File: src/rtl/cfgi_pkg.sv
package cfgi_pkg;
    localparam int BYTE_W = 8;

    typedef enum logic [0:0] {
        ST_IDLE    = 1'b0,
        ST_RESPOND = 1'b1
    } cfgi_state_e;
endpackage

File: src/rtl/cfgi_decode.sv
module cfgi_decode #(
    parameter int ADDR_W   = 10,
    parameter int FN_W     = 3,
    parameter int VF_W     = 7,
    parameter int NUM_FN   = 2,
    parameter int NUM_VF   = 4,
    parameter int EMU_BASE = 176,
    parameter int EMU_REGS = 4,
    parameter int SET_W    = 3,
    parameter int REG_W    = 2
) (
    input  logic [ADDR_W-1:0] addr_i,
    input  logic [FN_W-1:0]   func_num_i,
    input  logic              vf_active_i,
    input  logic [VF_W-1:0]   vf_num_i,
    output logic              hit_o,
    output logic [SET_W-1:0]  set_o,
    output logic [REG_W-1:0]  reg_o
);
    logic [31:0] addr_w;
    logic        in_window;
    logic        fn_ok;
    logic        vf_ok;

    always_comb begin
        addr_w    = 32'(addr_i);
        in_window = (addr_w >= 32'(EMU_BASE)) && (addr_w < 32'(EMU_BASE + EMU_REGS));
        fn_ok     = 32'(func_num_i) < 32'(NUM_FN);
        vf_ok     = 32'(vf_num_i) < 32'(NUM_VF);
        hit_o     = in_window && (vf_active_i ? vf_ok : fn_ok);
        set_o     = vf_active_i ? SET_W'(32'(NUM_FN) + 32'(vf_num_i)) : SET_W'(func_num_i);
        reg_o     = REG_W'(addr_w - 32'(EMU_BASE));
    end
endmodule

File: src/rtl/cfgi_byte_merge.sv
module cfgi_byte_merge #(
    parameter int DATA_W = 32,
    parameter int BE_W   = 4
) (
    input  logic [BE_W-1:0]   be_i,
    input  logic [DATA_W-1:0] new_i,
    input  logic [DATA_W-1:0] old_i,
    output logic [DATA_W-1:0] merged_o
);
    localparam int LANE_W = cfgi_pkg::BYTE_W;

    for (genvar b = 0; b < BE_W; b++) begin : g_lane
        assign merged_o[b*LANE_W +: LANE_W] = be_i[b] ? new_i[b*LANE_W +: LANE_W]
                                                      : old_i[b*LANE_W +: LANE_W];
    end
endmodule

File: src/rtl/cfgi_shadow.sv
module cfgi_shadow #(
    parameter int DATA_W   = 32,
    parameter int NUM_SETS = 6,
    parameter int EMU_REGS = 4,
    parameter int SET_W    = 3,
    parameter int REG_W    = 2
) (
    input  logic              clk,
    input  logic              rst,
    input  logic              wr_en_i,
    input  logic [SET_W-1:0]  set_i,
    input  logic [REG_W-1:0]  reg_i,
    input  logic [DATA_W-1:0] wdata_i,
    output logic [DATA_W-1:0] rdata_o
);
    localparam int ENTRIES = NUM_SETS * EMU_REGS;
    localparam int IDX_W   = (ENTRIES > 1) ? $clog2(ENTRIES) : 1;

    logic [DATA_W-1:0] words_q [ENTRIES];
    logic [IDX_W-1:0]  idx;
    logic              idx_ok;

    always_comb begin
        idx    = IDX_W'(32'(set_i) * 32'(EMU_REGS) + 32'(reg_i));
        idx_ok = (32'(set_i) < 32'(NUM_SETS));
    end

    always_ff @(posedge clk) begin
        if (rst) begin
            for (int e = 0; e < ENTRIES; e++) begin
                words_q[e] <= '0;
            end
        end else if (wr_en_i && idx_ok) begin
            words_q[idx] <= wdata_i;
        end
    end

    assign rdata_o = idx_ok ? words_q[idx] : '0;
endmodule

File: src/rtl/cfg_intercept_responder.sv
module cfg_intercept_responder #(
    parameter int ADDR_W   = 10,
    parameter int DATA_W   = 32,
    parameter int BE_W     = 4,
    parameter int FN_W     = 3,
    parameter int VF_W     = 7,
    parameter int NUM_FN   = 2,
    parameter int NUM_VF   = 4,
    parameter int EMU_BASE = 176,
    parameter int EMU_REGS = 4
) (
    input  logic              clk,
    input  logic              rst,
    input  logic              req_i,
    input  logic [ADDR_W-1:0] addr_i,
    input  logic [BE_W-1:0]   first_be_i,
    input  logic              wr_i,
    input  logic [DATA_W-1:0] wdata_i,
    input  logic [FN_W-1:0]   func_num_i,
    input  logic              vf_active_i,
    input  logic [VF_W-1:0]   vf_num_i,
    output logic              override_en_o,
    output logic [DATA_W-1:0] override_data_o,
    output logic              halt_o
);
    import cfgi_pkg::*;

    localparam int NUM_SETS = NUM_FN + NUM_VF;
    localparam int SET_W    = (NUM_SETS > 1) ? $clog2(NUM_SETS) : 1;
    localparam int REG_W    = (EMU_REGS > 1) ? $clog2(EMU_REGS) : 1;

    cfgi_state_e       state_q, state_d;
    logic              hit_d;
    logic [SET_W-1:0]  set_d;
    logic [REG_W-1:0]  reg_d;
    logic              hit_q;
    logic              wr_q;
    logic [BE_W-1:0]   be_q;
    logic [DATA_W-1:0] wdata_q;
    logic [SET_W-1:0]  set_q;
    logic [REG_W-1:0]  reg_q;
    logic [DATA_W-1:0] shadow_rd;
    logic [DATA_W-1:0] merged;
    logic              shadow_we;
    logic              accept;

    cfgi_decode #(
        .ADDR_W(ADDR_W), .FN_W(FN_W), .VF_W(VF_W),
        .NUM_FN(NUM_FN), .NUM_VF(NUM_VF),
        .EMU_BASE(EMU_BASE), .EMU_REGS(EMU_REGS),
        .SET_W(SET_W), .REG_W(REG_W)
    ) decode_i (
        .addr_i(addr_i), .func_num_i(func_num_i),
        .vf_active_i(vf_active_i), .vf_num_i(vf_num_i),
        .hit_o(hit_d), .set_o(set_d), .reg_o(reg_d)
    );

    cfgi_shadow #(
        .DATA_W(DATA_W), .NUM_SETS(NUM_SETS), .EMU_REGS(EMU_REGS),
        .SET_W(SET_W), .REG_W(REG_W)
    ) shadow_i (
        .clk(clk), .rst(rst), .wr_en_i(shadow_we),
        .set_i(set_q), .reg_i(reg_q), .wdata_i(merged), .rdata_o(shadow_rd)
    );

    cfgi_byte_merge #(.DATA_W(DATA_W), .BE_W(BE_W)) merge_i (
        .be_i(be_q), .new_i(wdata_q), .old_i(shadow_rd), .merged_o(merged)
    );

    assign accept    = (state_q == ST_IDLE) && req_i;
    assign shadow_we = (state_q == ST_RESPOND) && hit_q && wr_q;

    // Next-state logic: T1 on a strobe, T2 unconditional.
    always_comb begin
        state_d = state_q;
        unique case (state_q)
            ST_IDLE:    if (req_i) state_d = ST_RESPOND;
            ST_RESPOND: state_d = ST_IDLE;
            default:    state_d = ST_IDLE;
        endcase
    end

    // State register.
    always_ff @(posedge clk) begin
        if (rst) state_q <= ST_IDLE;
        else     state_q <= state_d;
    end

    // Request capture at the strobe edge.
    always_ff @(posedge clk) begin
        if (rst) begin
            hit_q   <= 1'b0;
            wr_q    <= 1'b0;
            be_q    <= '0;
            wdata_q <= '0;
            set_q   <= '0;
            reg_q   <= '0;
        end else if (accept) begin
            hit_q   <= hit_d;
            wr_q    <= wr_i;
            be_q    <= first_be_i;
            wdata_q <= wdata_i;
            set_q   <= set_d;
            reg_q   <= reg_d;
        end
    end

    // Outputs from state.
    always_comb begin
        halt_o          = 1'b0;
        override_en_o   = 1'b0;
        override_data_o = '0;
        unique case (state_q)
            ST_IDLE: begin
                halt_o = 1'b0;
            end
            ST_RESPOND: begin
                halt_o          = 1'b1;
                override_en_o   = hit_q;
                override_data_o = hit_q ? (wr_q ? merged : shadow_rd) : '0;
            end
            default: begin
                halt_o = 1'b0;
            end
        endcase
    end
endmodule

File: config.mk
export PLATFORM = sky130hd
export DESIGN_NAME = cfg_intercept_responder
export DESIGN_NICKNAME = d
export VERILOG_FILES = /design/src/rtl/cfgi_pkg.sv /design/src/rtl/cfgi_decode.sv /design/src/rtl/cfgi_byte_merge.sv /design/src/rtl/cfgi_shadow.sv /design/src/rtl/cfg_intercept_responder.sv
export SDC_FILE = /design/constraint.sdc
export NUM_CORES = 1
export LEC_CHECK = 0
export BUFFER_PORTS_ARGS = -buffer_cell sky130_fd_sc_hd__buf_2
export CELL_PAD_IN_SITES_DETAIL_PLACEMENT = 1
export CELL_PAD_IN_SITES_GLOBAL_PLACEMENT = 1
export CORE_MARGIN = 8
export CORE_UTILIZATION = 47
export CTS_CLUSTER_DIAMETER = 80
export DETAILED_ROUTE_END_ITERATION = 8
export GPL_ROUTABILITY_DRIVEN = 0
export HOLD_SLACK_MARGIN = 0.15
export PLACE_DENSITY = 0.8
export SKIP_LAST_GASP = 1
export SLEW_MARGIN = 15
export SYNTH_ARGS = -nofsm -noshare
export SYNTH_HDL_FRONTEND = slang
export SYNTH_HIERARCHICAL = 1
export SYNTH_SLANG_ARGS = --single-unit
export TNS_END_PERCENT = 20
File: constraint.sdc
create_clock -name clk -period 3.5 [get_ports clk]
set_input_delay 0.35 -clock clk [delete_from_list [all_inputs] [get_ports clk]]
set_output_delay 0.35 -clock clk [all_outputs]
set_load 0.03 [all_outputs]
==> flow_summary.ini, run 1 <==
[synthesis]
ys_async_sr_fraction = 0
netlist_top_cells_count = nor3_1, edfxtp_1, clkbuf_1
synth_area_leaders = edfxtp_1, mux4_2, nor3_1, dfxtp_1, clkbuf_1
netlist.area_leader.share = 0.621
yosysMostFrequentCell = nor3_1
ys_ff_latch = 812
synth_ff_type = edfxtp_1
synth_area_sq_mm = 0.0372
synth_edf_count = 768
synthCells = 2561
synth_fp_nets = 2622
synth_top_cell_by_area = edfxtp_1
yosysWarnings = 6
synth_cell_type_count = 41
seq_area_frac_synth = 0.644
syn_avg_cell_area_sq_um = 14.5

[final_layout]
fin_nets = 2685
drive_above_1_share = 0.288
multiInputGateArea_sq_mm = 0.0124
fin_cells = 3741
seqCellArea_sq_mm = 0.0240
areaGrowthSynthToFinish_pct = 16.9
n_fill_cell = 7428
finalInstanceArea_sq_mm = 0.0434

[sta]
grt_setup_unrepaired = true
finalWorstSetupSlack_ns = -0.252
relSlewSlack = 0.237
timing.final.crit_period_ns = 3.75
finalHoldViolCount = 0
setup_viol = 32
timing.final.crit_share = 1.07
hold_slack_ns = 0.175
slew_violations = 0
max_freq_ghz = 0.267
tightest_slew_ns = 1.14
fin_skew_ns = 0.0328

[placed_design]
placedCellCount = 3500
dpl.hpwl_microns = 70600
port_buffers = 94
dpl_cell_area_sq_mm = 0.0391
pre_cts_slack_ns = 0.192

[die]
die_area_sq_mm = 0.0883
io_pins = 95
start_util = 0.473
fp.dieW_microns = 297
die_y_microns = 297
core_area_sq_mm = 0.0786
rows = 103

[global_route]
grt-ovfl-total = 0
grt_max_degree = 105
grt_pass1_wl_microns = 191000
grt_pass1_vias = 27200
groute.usage.overall = 0.288
antenna_found_initial = 4

[worst_setup_path]
cpPeakStageDelay_ns = 0.52
rrSetupSlack_ns = 0.10
slowest_stage = mux4_2
r2r_end = shadow_i/words_q[15][27]
arrival_ns = 3.40
endpoint_kind = primary output
cp_cell_sequence = buf_12 -> buf_16 -> mux4_2 -> a22oi_1 -> nand3_1 -> mux2_4 -> mux2i_1 -> nor2_1 -> buf_2
path_class = reg -> out
cp.required_ns = 3.15
crit_fanout = 18
timing.rr.start = hit_q
startpoint_type = flop
r2r_cells = 6

[run_status]
status = finished with violations
violations = setup timing

[clock_network]
numCtsBuffers = 83
numClockSinks = 812
clockRootBuffer = clkbuf_16
cts_buffer_depth = 3
h-tree-depth = 3
clk_pin_slew_ns = 0.07
tritoncts = yes
clk_latency_ns = 0.65

[drt]
avgRoutedWirePerCell_microns = 35.6
avgViaCountPerCell = 6.99
drt_iter0_drc = 3735
routed_wl_microns = 133000
drc = 0
vias = 26200
ant_nets = 0
firstDrtPassIters = 5

[worst_hold_path]
min_from = func_num_i[0]
holdPathStages = 4
min_delay_worst_endpoint = set_q[0]
hp-class = in -> reg

[power_and_ir_drop]
p_leak_uw = 0.0139
power_density_mw_per_mm2 = 527
ir_worst_vdd_mv = 0.356

[job]
cap_violations = 0
logic make-up (layout without fill, tap and decap cells):
logic type,Yosys count,in the layout,synth area share
multiplexers,257,257,0.138
buffers and inverters,375,502,0.0471
other,0,3,0
XOR/XNOR,1,1,0.000236
flip-flops,812,812,0.644
AND/OR/NAND/NOR,950,950,0.138
AO/OA/AOI/OAI,166,166,0.0325
routing by layer:
metal / GRT usage / up-vias / share of wire
li1: - / 10200 / -
met1: 0.358 / 13300 / 0.34
met2: 0.469 / 2175 / 0.48
met3: 0.0722 / 489 / 0.13
met4: 0.141 / 2 / 0.054
met5: 0 / - / 0.000098
area by class of cell:
class / instances / share of cell area
inverter: 34 / 0.00294
multi-input combinational: 1374 / 0.284
timing repair buffer: 319 / 0.0723
antenna: 3 / 0.000173
clock inverter: 45 / 0.00789
sequential: 812 / 0.551
tap: 1050 / 0.0302
clock buffer: 104 / 0.0506
report_power, final:
group          internal, uW  switching [uW]
Combinational          1070            2090
Clock                  4760            3880
Sequential            10900             171
timing repair:
action,CTS,global route
pin swaps,15,30
setup endpoints to repair,32,32
setup buffers,20,15
hold buffers,43,0
cloned,9,4
endpoints found under the hold margin,41,0
gates resized for setup,76,72
layout by cell type, fill, tap and decap left out, types with 34 or more instances in the layout:
cell | synthesis | final
nor3_1 | 770 | 769
edfxtp_1 | 768 | 768
mux4_2 | 192 | 192
buf_4 | 14 | 133
clkbuf_16 | 0 | 89
buf_2 | 81 | 83
a22oi_2 | 0 | 64
nand2b_1 | 43 | 43
nand4bb_1 | 44 | 43
dlygate4sd3_1 | 0 | 43
dfxtp_1 | 44 | 40
nor2_1 | 38 | 37
buf_12 | 0 | 36
inv_1 | 34 | 34
worst max-delay path by stage:
stage                     slack [ns]                 endpoint      from  depth (start not counted)
after floorplan                -0.23   shadow_i/words_q[0][0]   state_q                          8
after global placement          0.30  shadow_i/words_q[2][15]  reg_q[0]                          8
after detailed placement        0.19  shadow_i/words_q[0][15]  reg_q[0]                          8
after CTS                      -0.16      override_data_o[19]  reg_q[1]                          9
after global routing           -0.31      override_data_o[13]  reg_q[0]                         10
final                          -0.25       override_data_o[3]  reg_q[0]                          9
registers in the layout (all words and copies together) (netlist names):
signal / flops
hit_q: 1
wr_q: 1
be_q: 4
set_q: 3
shadow_i/words_q: 768
state_q: 1
wdata_q: 32
reg_q: 2
metrics by stage:
stage | TNS, ns | power, uW | util
5_1_grt | -5.82 | 23300 | 0.552
3_3_place_gp | 0 | 13800 | 0.498
6_report | -4.10 | 22900 | 0.553
3_5_place_dp | 0 | 13900 | 0.498
4_1_cts | -3.71 | 22600 | 0.547
2_1_floorplan | -161.61 | 12800 | -
worst max-delay path, delay by kind of cell, from the launching register on:
family | cells | cell delay, ns
and+or+nand+nor | 2 | 0.32
muxes | 3 | 1.09
DFF | 1 | 0.41
buffers and inverters | 3 | 0.59
AOI/OAI and AO/OA | 1 | 0.34
No activity file was read; power rests on OpenSTA's default activity.
==> run 2, diff against run 1 <==
--- a/config.mk
+++ b/config.mk
@@ -9,12 +9,14 @@
 export CELL_PAD_IN_SITES_DETAIL_PLACEMENT = 1
 export CELL_PAD_IN_SITES_GLOBAL_PLACEMENT = 1
 export CORE_MARGIN = 8
-export CORE_UTILIZATION = 47
+export CORE_UTILIZATION = 38
 export CTS_CLUSTER_DIAMETER = 80
 export DETAILED_ROUTE_END_ITERATION = 8
 export GPL_ROUTABILITY_DRIVEN = 0
+export GPL_TIMING_DRIVEN = 1
 export HOLD_SLACK_MARGIN = 0.15
-export PLACE_DENSITY = 0.8
+export PLACE_DENSITY = 0.68
+export RECOVER_POWER = 50
 export SKIP_LAST_GASP = 1
 export SLEW_MARGIN = 15
 export SYNTH_ARGS = -nofsm -noshare
==> run 2 against run 1 <==
  * The run still ends with setup timing left
  * Non-clock buffer count up 41
  * Clock-buffer cell count up 3
  * Worst setup slack better by 0.12 ns
  * Via count down 4.1%
  * Highest routed layer unchanged
  * Routed wire length down 4.9%
  * Final cell count up 7.3%
  * Sequential power about the same
  * Die area up 22%
  * Register-to-register slack better by 0.29 ns
  * Global-route usage down 5.8 points
  * First-iteration DRC count down 29%
  * Utilization down 9.2 points
  * Largest cell class unchanged
==> flow_summary.ini, run 2 (synthesis gave the netlist of run 1 again) <==
[final_layout]
layout_common_cells = nor3_1, edfxtp_1, mux4_2
layout_commonest_cell = nor3_1
reg_top3 = shadow_i/words_q (768), wdata_q (32), be_q (4)
fin_nets = 2727
drive_above_1_share = 0.298
areaGrowthSynthToFinish_pct = 19.9
fin_cells = 4015
largest_reg_flops = 768
fin_util = 0.460
largest-register = shadow_i/words_q

[sta]
grt_setup_unrepaired = true
relSlewSlack = 0.443
setup_viol = 28
finalWorstSetupSlack_ns = -0.136
finalHoldViolCount = 0
timing.final.crit_share = 1.04
finalSetupTns_ns = -2.02
tightest_slew_ns = 0.835
fin_skew_ns = 0.0414
slew_violations = 0
max_freq_ghz = 0.275
timing.final.crit_period_ns = 3.64

[global_route]
groute.usage.overall = 0.230
antenna_found_initial = 2
grt_pass1_wl_microns = 184000
grt-ovfl-total = 0
grt_pass1_vias = 26400
grt_max_degree = 130

[power_and_ir_drop]
clkPwrFrac = 0.398
p_sw_uw = 6130
power_density_mw_per_mm2 = 533
p_sw_frac = 0.259
p_int_uw = 17600
p_leak_uw = 0.0144
ir_worst_vdd_mv = 0.343
power_frac_comb = 0.136
p_seq_frac = 0.466

[drt]
dr_wl_met3_microns = 11800
drt_iter0_drc = 2664
vias = 25100
routed_wl_microns = 127000
met1Wirelength_microns = 49700
avgRoutedWirePerCell_microns = 31.5
drc = 0
avgViaCountPerCell = 6.25
firstDrtPassIters = 5
top_layer = met5
ant_nets = 0
wl_met2_microns = 61600

[die]
fp.dieW_microns = 329
io_pins = 95
start_util = 0.384
die_area_sq_mm = 0.108
rows = 114
core_area_sq_mm = 0.0969
die_y_microns = 329

[clock_network]
h-tree-depth = 3
clockRootBuffer = clkbuf_16
numClockSinks = 812
tritoncts = yes
cts_buffer_depth = 3
numCtsBuffers = 84
clk_pin_slew_ns = 0.07
clk_latency_ns = 0.67

[placed_design]
placedCellCount = 3750
pre_cts_slack_ns = 0.253
port_buffers = 94
dpl.hpwl_microns = 71500

[worst_hold_path]
hp-class = in -> reg

[run_status]
status = finished with violations
violations = setup timing

[worst_setup_path]
cpPeakStageDelay_ns = 0.53
endpoint_kind = primary output
crit_fanout = 7
startpoint_type = flop
slowest_stage = mux4_2
arrival_ns = 3.29
path_delay_family = multiplexers
path_buf_inv = 5
cp.required_ns = 3.15
cp_cell_sequence = buf_12 -> buf_16 -> buf_12 -> buf_16 -> mux4_2 -> a22oi_2 -> nand3_1 -> mux2_4 -> mux2i_2 -> nor2_1 -> buf_4
path_class = reg -> out

[job]
cap_violations = 0
-- run 2: changes by cell type in the layout (fill, tap and decap cells not counted), moves of 9 or more --
| cell | change |
|---|---|
| buf_4 | +21 |
| buf_12 | +20 |
| a22oi_1 | +13 |
| a22oi_2 | -13 |
| bufinv_16 | +9 |
| clkinv_1 | -9 |
-- run 2: worst reg2reg max path, stage by stage (launching register included) --
cell	delay (ns)
dfxtp_4	0.40
buf_12	0.13
buf_8	0.12
buf_16	0.15
mux4_2	0.52
a22oi_2	0.24
nand3_2	0.25
mux2_4	0.36
inv_1	0.31
buf_12	0.24
nor3_1	0.09
-- run 2: per-stage QoR --
step / hold slack, ns / total power, uW / instance area [sq um]
global route: 0.341 / 24300 / 44600
detailed placement: 0.458 / 14000 / 39800
CTS: 0.265 / 23700 / 44300
finish: 0.283 / 23700 / 44600
floorplan: 0.442 / 12800 / 37200
global placement: 0.459 / 14000 / 39800
-- run 2: area by class of cell --
type	count	area, sq um
multi-input combinational	1374	12300
timing repair buffer	360	3660
antenna	3	7.51
clock inverter	49	649
fill	9488	52300
clock buffer	107	2230
sequential	812	24000
tap	1276	1600
inverter	34	128
-- run 2: layer usage --
| layer | up-vias | global-route usage |
|---|---|---|
| met4 | 4 | 0.0747 |
| met2 | 1335 | 0.381 |
| met1 | 13200 | 0.298 |
| li1 | 10300 | - |
| met5 | - | 0 |
| met3 | 218 | 0.0544 |
-- run 2: worst paths after layout --
path                     from                  endpoint  slack, ns  depth (start not counted)
setup / recovery     reg_q[0]       override_data_o[23]      -0.14                         11
hold / removal    vf_num_i[6]                     hit_q       0.28                          6
setup reg to reg     reg_q[0]  shadow_i/words_q[12][10]       0.39                         10
hold reg to reg   wdata_q[24]               wdata_q[24]       0.48                          2
-- run 2: power by group through the flow --
stage / combinational, uW / clock, uW / sequential, uW
3_5_place_dp: 2790 / 0 / 11300
6_report: 3220 / 9450 / 11100
3_3_place_gp: 2740 / 0 / 11200
4_1_cts: 3110 / 9560 / 11100
2_1_floorplan: 1630 / 0 / 11200
5_1_grt: 3350 / 9870 / 11100
-- run 2: what timing repair did --
| action | CTS | global route |
|---|---|---|
| buffers inserted | 41 | 9 |
| setup endpoints to repair | 32 | 32 |
| gates resized for setup | 106 | 36 |
| hold endpoints to repair | 43 | 0 |
| gates cloned | 9 | 1 |
| hold buffers | 47 | 0 |
| pin swaps | 26 | 30 |
==> run 3, diff against run 2 <==
==> constraint.sdc (replaced) <==
create_clock -name clk -period 3.03 [get_ports clk]
set_input_delay 0.303 -clock clk [delete_from_list [all_inputs] [get_ports clk]]
set_output_delay 0.303 -clock clk [all_outputs]
set_load 0.03 [all_outputs]
==> run 3 against run 2 <==
  * Global-route usage up 0.11 points
  * Non-clock buffer count up 67
  * Sequential cell count unchanged
  * Clock skew fell by 0.016 ns
  * The run still ends with setup timing left
  * Cell area up 2.2%
  * Clock power grew 8%
  * Worst hold slack improved by 0.010 ns
  * Largest power group unchanged
  * Via count up 0.46%
  * Highest routed layer unchanged
==> flow_summary.ini, run 3 (synthesis gave the netlist of run 1 again) <==
[run_status]
status = finished with violations
violations = setup timing

[sta]
slew_violations = 0
finalHoldViolCount = 0
timing.final.crit_period_ns = 3.67
grt_setup_unrepaired = true
relSlewSlack = 0.260
tightest_slew_ns = 1.11
timing.final.crit_share = 1.21
fin_skew_ns = 0.0254
max_freq_ghz = 0.272
finalWorstSetupSlack_ns = -0.640
finalSetupTns_ns = -16.05
setup_viol = 32

[die]
die_area_sq_mm = 0.108
die_y_microns = 329
start_util = 0.384
io_pins = 95
rows = 114
fp.dieW_microns = 329
core_area_sq_mm = 0.0969

[worst_setup_path]
startpoint_type = flop
path_class = reg -> out
r2r_end = shadow_i/words_q[17][11]
cpPeakStageDelay_ns = 0.51
cp_cell_sequence = buf_12 -> buf_12 -> buf_12 -> mux4_2 -> a22oi_2 -> nand3_4 -> mux2_4 -> mux2i_2 -> buf_4 -> nor2_1 -> buf_4
timing.rr.start = set_q[2]
cp.depth = 11
arrival_ns = 3.37
cp.required_ns = 2.73
r2r_cells = 10
crit_fanout = 8
endpoint_kind = primary output
path_delay_family = multiplexers
rrSetupSlack_ns = 0
critPathCapture = override_data_o[16]
cpMostUsedCell = buf_12
crit_path_start = reg_q[0]
path_buf_inv = 5
slowest_stage = mux4_2

[placed_design]
pre_cts_slack_ns = -0.186
dpl.hpwl_microns = 71600
port_buffers = 94

[clock_network]
numClockSinks = 812
clk_pin_slew_ns = 0.06
h-tree-depth = 3
clockRootBuffer = clkbuf_16
clk_latency_ns = 0.64
numCtsBuffers = 84
tritoncts = yes
cts_buffer_depth = 3

[final_layout]
areaGrowthSynthToFinish_pct = 22.6
fin_util = 0.470
reg_top3 = shadow_i/words_q (768), wdata_q (32), be_q (4)
n_fill_cell = 9398
largest-register = shadow_i/words_q
drive_above_1_share = 0.321
fin_nets = 2794
diodes = 0
layout_common_cells = nor3_1, edfxtp_1, mux4_2
layout_commonest_cell = nor3_1
largest_reg_flops = 768

[global_route]
grt-ovfl-total = 0
groute.usage.overall = 0.231
grt_max_degree = 129
grt_pass1_vias = 26900
grt_pass1_wl_microns = 185000
antenna_found_initial = 1

[drt]
wl_met2_microns = 62100
top_layer = met5
ant_nets = 0
met1Wirelength_microns = 48900
avgRoutedWirePerCell_microns = 31.2
dr_wl_met3_microns = 11500
drc = 0
drt_iter0_drc = 2602
vias = 25200
avgViaCountPerCell = 6.18
routed_wl_microns = 127000
firstDrtPassIters = 5

[power_and_ir_drop]
p_sw_uw = 7040
clkPwrFrac = 0.376
p_sw_frac = 0.260
p_seq_frac = 0.473
power_density_mw_per_mm2 = 594
ir_worst_vdd_mv = 0.398
power_frac_comb = 0.151
p_int_uw = 20000
p_leak_uw = 0.0148
p_total_uw = 27100

[job]
cap_violations = 0

[worst_hold_path]
hp-class = in -> reg
==> run 3: changes by cell type in the layout (fill, tap and decap cells not counted), sizes merged <==
| cell | before | now |
|---|---|---|
| inv | 38 | 37 |
| clkinv | 30 | 43 |
| buf | 310 | 373 |
| clkbuf | 108 | 112 |
| diode | 3 | 0 |
| bufbuf | 2 | 1 |
| bufinv | 13 | 5 |
| clkinvlp | 2 | 0 |
==> run 3: power by group through the flow <==
stage	clock [uW]	sequential [uW]	combinational (uW)
finish	10200	12800	4090
global route	10700	12800	4260
floorplan	0	12900	1900
CTS	10300	12800	3950
detailed placement	0	13000	3510
global placement	0	13000	3430
==> run 3: final cells by class <==
type                       count  area [sq um]  share of cell area
inverter                      34           128             0.00280
clock inverter                51           395             0.00868
clock buffer                 106          2270              0.0498
tap                         1276          1600              0.0351
timing repair buffer         427          4760               0.104
sequential                   812         24000               0.526
multi-input combinational   1374         12400               0.273
==> run 3: worst min-delay path by stage <==
stage / endpoint / cells past startpoint / slack (ns) / from
after floorplan: wdata_q[10] / 2 / 0.44 / wdata_q[10]
after detailed placement: wdata_q[7] / 2 / 0.46 / wdata_q[7]
final: hit_q / 6 / 0.29 / vf_num_i[6]
after global routing: wdata_q[28] / 3 / 0.35 / req_i
after CTS: hit_q / 6 / 0.29 / vf_num_i[6]
after global placement: wdata_q[8] / 2 / 0.46 / wdata_q[8]
==> run 3: metal layers <==
metal,GRT usage,vias up
li1,-,10400
met1,0.294,13100
met2,0.388,1378
met3,0.0464,297
met4,0.0883,2
met5,0,-
==> run 3: per-stage QoR <==
stage | std cells | instance area [sq um] | hold WS, ns
global placement | 3805 | 40500 | 0.457
global route | 4080 | 45500 | 0.346
detailed placement | 3805 | 40500 | 0.464
finish | 4080 | 45500 | 0.293
CTS | 4066 | 45200 | 0.293
floorplan | 2561 | 37300 | 0.442
==> run 3: tightest hold or removal path: stages <==
cell and delay [ns]:
buf_2 0.09, inv_1 0.04, a31oi_1 0.14, nor2_1 0.12, nand4bb_1 0.13, o21ai_2 0.07
==> run 3: timing repair <==
| action | 4_1_cts | 5_1_grt |
|---|---|---|
| setup buffers | 44 | 13 |
| cloned | 14 | 3 |
| pin swaps | 60 | 40 |
| endpoints found under the hold margin | 43 | 0 |
| setup endpoints to repair | 148 | 194 |
| hold buffers | 47 | 0 |
| resized for setup | 187 | 67 |
